### src/rtl/guard_timer_pkg.sv
package guard_timer_pkg;
  localparam int ADDR_W = 4;
  localparam logic [ADDR_W-1:0] OFS_CNT = 4'h0;
  localparam logic [ADDR_W-1:0] OFS_CTA = 4'h4;
  localparam logic [ADDR_W-1:0] OFS_CTB = 4'h8;
  localparam logic [15:0] KEY_CNT = 16'h5A5A;
  localparam logic [23:0] KEY_CTL = 24'hA5A5A5;
  localparam int BIT_RUN  = 7;
  localparam int BIT_BUSY = 5;
  localparam int BIT_OVF  = 4;

  // terminal count of the prescaler (ratio - 1)
  function automatic logic [11:0] psc_tc(input logic [2:0] sel);
    case (sel)
      3'd0:    return 12'd0;
      3'd1:    return 12'd3;
      3'd2:    return 12'd15;
      3'd3:    return 12'd31;
      3'd4:    return 12'd63;
      3'd5:    return 12'd127;
      3'd6:    return 12'd1023;
      default: return 12'd4095;
    endcase
  endfunction
endpackage

### src/rtl/guard_timer_psc.sv
module guard_timer_psc #(
  parameter int PSC_W = 12
) (
  input  logic       clk_i,
  input  logic       rst_ni,
  input  logic       run_i,
  input  logic       tick_i,
  input  logic [2:0] sel_i,
  output logic       strobe_o
);
  logic [PSC_W-1:0] div_q;
  logic [PSC_W-1:0] tc;
  logic             at_tc;

  assign tc       = PSC_W'(guard_timer_pkg::psc_tc(sel_i));
  assign at_tc    = (div_q >= tc);
  assign strobe_o = run_i & tick_i & at_tc;

  always_ff @(posedge clk_i or negedge rst_ni) begin
    if (!rst_ni)       div_q <= '0;
    else if (!run_i)   div_q <= '0;
    else if (tick_i)   div_q <= at_tc ? '0 : div_q + 1'b1;
  end
endmodule

### src/rtl/guard_timer_cnt.sv
module guard_timer_cnt #(
  parameter int CNT_W = 16
) (
  input  logic             clk_i,
  input  logic             rst_ni,
  input  logic             load_i,
  input  logic [CNT_W-1:0] load_val_i,
  input  logic             step_i,
  output logic [CNT_W-1:0] cnt_o,
  output logic             wrap_o
);
  assign wrap_o = step_i & ~load_i & (&cnt_o);

  always_ff @(posedge clk_i or negedge rst_ni) begin
    if (!rst_ni)      cnt_o <= '0;
    else if (load_i)  cnt_o <= load_val_i;
    else if (step_i)  cnt_o <= cnt_o + 1'b1;
  end
endmodule

### src/rtl/guard_timer_pulse.sv
module guard_timer_pulse #(
  parameter int LEN = 16
) (
  input  logic clk_i,
  input  logic rst_ni,
  input  logic fire_i,
  output logic pulse_o
);
  localparam int W = $clog2(LEN + 1);
  logic [W-1:0] left_q;

  assign pulse_o = (left_q != '0);

  always_ff @(posedge clk_i or negedge rst_ni) begin
    if (!rst_ni)      left_q <= '0;
    else if (fire_i)  left_q <= W'(LEN);
    else if (pulse_o) left_q <= left_q - 1'b1;
  end
endmodule

### src/rtl/guard_timer.sv
module guard_timer #(
  parameter int CNT_W     = 16,
  parameter int PSC_W     = 12,
  parameter int PULSE_LEN = 16,
  parameter int BUSY_LEN  = 2
) (
  input  logic        clk_i,
  input  logic        rst_ni,
  input  logic        tick_i,
  input  logic [3:0]  addr_i,
  input  logic [31:0] wdata_i,
  input  logic        we_i,
  output logic [31:0] rdata_o,
  output logic        wdt_rst_o,
  output logic        wr_busy_o
);
  import guard_timer_pkg::*;

  localparam int BUSY_W = $clog2(BUSY_LEN + 1);

  logic             en_q, ovf_q;
  logic [2:0]       sel_q;
  logic [7:0]       ctb_q;
  logic [BUSY_W-1:0] busy_q;
  logic [CNT_W-1:0] cnt_q;
  logic             wr_cnt, wr_cta, wr_ctb, strobe, wrap;

  assign wr_cnt = we_i && (addr_i == OFS_CNT) && (wdata_i[31:16] == KEY_CNT);
  assign wr_cta = we_i && (addr_i == OFS_CTA) && (wdata_i[31:8] == KEY_CTL);
  assign wr_ctb = we_i && (addr_i == OFS_CTB) && (wdata_i[31:8] == KEY_CTL);

  guard_timer_psc #(.PSC_W(PSC_W)) u_psc (
    .clk_i   (clk_i),
    .rst_ni  (rst_ni),
    .run_i   (en_q),
    .tick_i  (tick_i),
    .sel_i   (sel_q),
    .strobe_o(strobe)
  );

  guard_timer_cnt #(.CNT_W(CNT_W)) u_cnt (
    .clk_i     (clk_i),
    .rst_ni    (rst_ni),
    .load_i    (wr_cnt),
    .load_val_i(wdata_i[CNT_W-1:0]),
    .step_i    (strobe),
    .cnt_o     (cnt_q),
    .wrap_o    (wrap)
  );

  guard_timer_pulse #(.LEN(PULSE_LEN)) u_pulse (
    .clk_i  (clk_i),
    .rst_ni (rst_ni),
    .fire_i (wrap),
    .pulse_o(wdt_rst_o)
  );

  // overflow overrides a same-cycle control write
  always_ff @(posedge clk_i or negedge rst_ni) begin
    if (!rst_ni) begin
      en_q  <= 1'b0;
      ovf_q <= 1'b0;
      sel_q <= '0;
      ctb_q <= '0;
    end else begin
      if (wr_cta) begin
        en_q  <= wdata_i[BIT_RUN];
        sel_q <= wdata_i[2:0];
        ovf_q <= ovf_q & wdata_i[BIT_OVF];
      end
      if (wr_ctb) ctb_q <= wdata_i[7:0];
      if (wrap) begin
        en_q  <= 1'b0;
        ovf_q <= 1'b1;
      end
    end
  end

  always_ff @(posedge clk_i or negedge rst_ni) begin
    if (!rst_ni)                         busy_q <= '0;
    else if (wr_cnt || wr_cta || wr_ctb) busy_q <= BUSY_W'(BUSY_LEN);
    else if (busy_q != '0)               busy_q <= busy_q - 1'b1;
  end

  assign wr_busy_o = (busy_q != '0);

  always_comb begin
    rdata_o = '0;
    case (addr_i)
      OFS_CNT: rdata_o[CNT_W-1:0] = cnt_q;
      OFS_CTA: begin
        rdata_o[BIT_RUN]  = en_q;
        rdata_o[BIT_BUSY] = wr_busy_o;
        rdata_o[BIT_OVF]  = ovf_q;
        rdata_o[2:0]      = sel_q;
      end
      OFS_CTB: rdata_o[7:0] = ctb_q;
      default: rdata_o = '0;
    endcase
  end
endmodule

### config.mk
export PLATFORM = sky130hd
export DESIGN_NAME = guard_timer
export DESIGN_NICKNAME = d
export VERILOG_FILES = /design/src/rtl/guard_timer_pkg.sv /design/src/rtl/guard_timer_psc.sv /design/src/rtl/guard_timer_cnt.sv /design/src/rtl/guard_timer_pulse.sv /design/src/rtl/guard_timer.sv
export SDC_FILE = /design/constraint.sdc
export NUM_CORES = 1
export LEC_CHECK = 0
export CAP_MARGIN = 5
export CORE_MARGIN = 1
export CORE_UTILIZATION = 30
export CTS_CLUSTER_SIZE = 20
export DETAILED_ROUTE_END_ITERATION = 16
export PLACE_DENSITY = 0.6
export SYNTH_ARGS = -nofsm -noshare
export SYNTH_HDL_FRONTEND = slang
export SYNTH_SLANG_ARGS = --single-unit
### constraint.sdc
create_clock -name clk_i -period 2.8 [get_ports clk_i]
set_clock_uncertainty 0.05 [all_clocks]
set_input_delay 0.56 -clock clk_i [delete_from_list [all_inputs] [get_ports clk_i]]
set_output_delay 0.56 -clock clk_i [all_outputs]
set_load 0.02 [all_outputs]
==> results.cfg <==
[route]
drtIter0Drc = 129
drcViolationCount = 0
ant_nets = 0
routed_wl_mm = 8.62
viasPerCell = 5.15
vias = 2997
wire_per_inst_um = 14.8
drt_first_pass_iters = 4

[die]
num_io_pins = 74
die_w_um = 107
start_util = 0.313
fp.coreArea_um2 = 10500
rows = 37
die_area_um2 = 11300
die-height_um = 107

[clock_network]
cts_max_level = 2
cts_tree = built
clk_latency_ns = 0.32
clk_path_buf_depth = 2
path_clk_slew_ns = 0.10
cts_root_buf = clkbuf_8
cts.sink_count = 48
cts_buffers = 5

[power]
ir_drop_mv = 0.222
power.total_uw = 1480
p_int_uw = 1090
power_frac_comb = 0.159
clockPowerShare = 0.357
p_leak_uw = 0.00193
switching_share = 0.264
pwr-share-seq = 0.483
power_density_nw_per_um2 = 346
p_sw_uw = 391

[sta]
hold_viol = 0
slew_viol_final = 0
fin_ws_ns = 0.0467
finalSetupViolCount = 0
tightest_slew_ns = 0.633
slew_headroom = 0.578
clock.fmax_mhz = 363
layout_min_cycle_time_ns = 2.75
tns_ns = 0
finalCritPeriodShare = 0.983

[place]
io_buffer_count = 57
globalplace.congestion = 0.890
dp_slack_ns = -0.258
dp.cells = 570
dp_hpwl_mm = 6.68

[logic_synthesis]
seq_area_frac_synth = 0.366
ys_seq_elements = 48
synth_top_area_share = 0.366
netlist_instances = 359
synth_top_cell_by_area = dfrtp_1
ys_warn_count = 0
ys_top_cells_by_area = dfrtp_1 (37%), ha_1 (5.3%), buf_4 (4.1%), mux2_2 (3.8%), nand2_1 (3.1%)
yosys_most_used_dff = dfrtp_1
yosysMostFrequentCell = dfrtp_1
synth_area_per_cell_um2 = 9.13
synth_common_cells = dfrtp_1 (48), nand2_1 (27), nor2_1 (27)
synth_enable_flop_cells = 0
async_reset_ff_frac = 1.00
syn-cell-area_um2 = 3280
synth_cell_types = 64

[worst_setup_path]
worst_setup_path_end_kind = primary output
cp-start-kind = input port
path_class = input port to primary output
arrival_ns = 2.14
cp_data_required_time_ns = 2.19
r2r_cells = 8
rr_endpoint = u_pulse.left_q[4]$_DFFE_PN0P_
r2r_setup_slack_ns = 0.11
critPathMaxFanout = 5
regToRegStartpoint = sel_q[0]$_DFFE_PN0P_

[status]
status = finished, final reports clean

[global_route]
grtUsageTotal = 0.158
grt_pass1_wl_mm = 14.1
gr-total-overflow = 0
grt_pass1_vias = 2921
antenna_found_initial = 0
grt_max_degree = 26

[finish]
diodes = 0
area_delta_synth_final_pct = 30.9
final_util = 0.410
finalNetCount = 499
drive_gt1_frac = 0.188
fin_cells = 582

[min_path]
min_path_type = input port to asynchronous set/reset pin

[job]
maxCapViolations = 0
-- worst max-delay path, cell delays in order --
cell,delay (ns)
clkdlybuf4s50_1,0.43
buf_4,0.16
nor4_4,0.35
buf_4,0.22
a22o_1,0.13
clkdlybuf4s15_1,0.29
-- flip-flops by register name (all words and copies together), names as in the netlist --
name            cells
busy_q              2
ctb_q               8
en_q                1
ovf_q               1
sel_q               3
u_cnt.cnt_o        16
u_psc.div_q        12
u_pulse.left_q      5
-- metal layers --
layer / share of wire / track usage / up-vias
met5: 0 / 0 / -
met4: 0.013 / 0.0382 / 0
met3: 0.036 / 0.0349 / 13
met2: 0.46 / 0.255 / 61
met1: 0.49 / 0.213 / 1456
li1: - / - / 1467
-- stage by stage --
stage | hold WS [ns] | area [um^2]
2_1_floorplan | 0.214 | 3330
3_3_place_gp | 0.446 | 4150
3_5_place_dp | 0.448 | 4150
4_1_cts | 0.207 | 4250
5_1_grt | 0.235 | 4290
6_report | 0.182 | 4290
-- how the worst max path moves through the flow --
stage	from	to	slack [ns]	cells after the start
after floorplan	sel_q[1]$_DFFE_PN0P_	u_cnt.cnt_o[11]$_DFFE_PN0P_	0.26	10
after CTS	addr_i[3]	rdata_o[9]	0.006	6
final	addr_i[3]	rdata_o[6]	0.05	6
after global placement	addr_i[3]	rdata_o[11]	-0.18	6
after global routing	addr_i[3]	rdata_o[6]	-0.01	6
after detailed placement	addr_i[3]	rdata_o[9]	-0.26	6
-- cell usage in the layout (no fill, tap or decap), types with 6 or more instances in the layout --
master	synthesis	routed
and3_1	10	10
o31ai_1	6	6
inv_1	13	13
o21ai_0	15	14
mux2_2	11	11
nand2_1	27	27
buf_4	18	31
clkdlybuf4s50_1	0	40
ha_1	14	14
clkbuf_2	0	9
conb_1	1	16
a31oi_1	15	15
nor2_1	27	26
clkdlybuf4s15_1	0	6
nand3_1	10	10
a22oi_1	6	6
nand4_1	6	6
and2_1	13	13
a21oi_1	16	16
or4_1	7	7
dfrtp_1	48	47
-- what timing repair did --
item / 4_1_cts / 5_1_grt
resized for setup: 17 / 34
setup endpoints to repair: 22 / 30
hold buffers: 0 / 0
gates cloned: 0 / 1
endpoints found under the hold margin: 0 / 0
buffers inserted: 0 / 3
pin swaps: 0 / 4
-- area by class of cell --
class,count,area (um^2)
Fill cell,1063,6170
Multi-Input combinational cell,286,1940
Sequential cell,48,1200
Timing Repair Buffer,91,812
Tap cell,136,170
Clock buffer,5,68.8
Inverter,13,48.8
Clock inverter,3,46.3
-- cells by family (layout without fill, tap and decap cells) --
family,Yosys count,after routing,share of synthesized area
simple gates,151,151,0.266
buf+inv,40,112,0.0714
xor+xnor,6,6,0.0160
other cells,1,16,0.00114
mux,14,14,0.0469
flops,48,48,0.366
compound gates,84,84,0.175
fa+ha+maj,15,15,0.0569
-- power by group through the flow --
stage	clock network, uW	registers, uW	logic (uW)
detailed placement	0	732	238
finish	530	717	237
CTS	550	718	238
global route	583	719	270
floorplan	0	730	123
global placement	0	730	229
(Power assumes the default switching activity.)
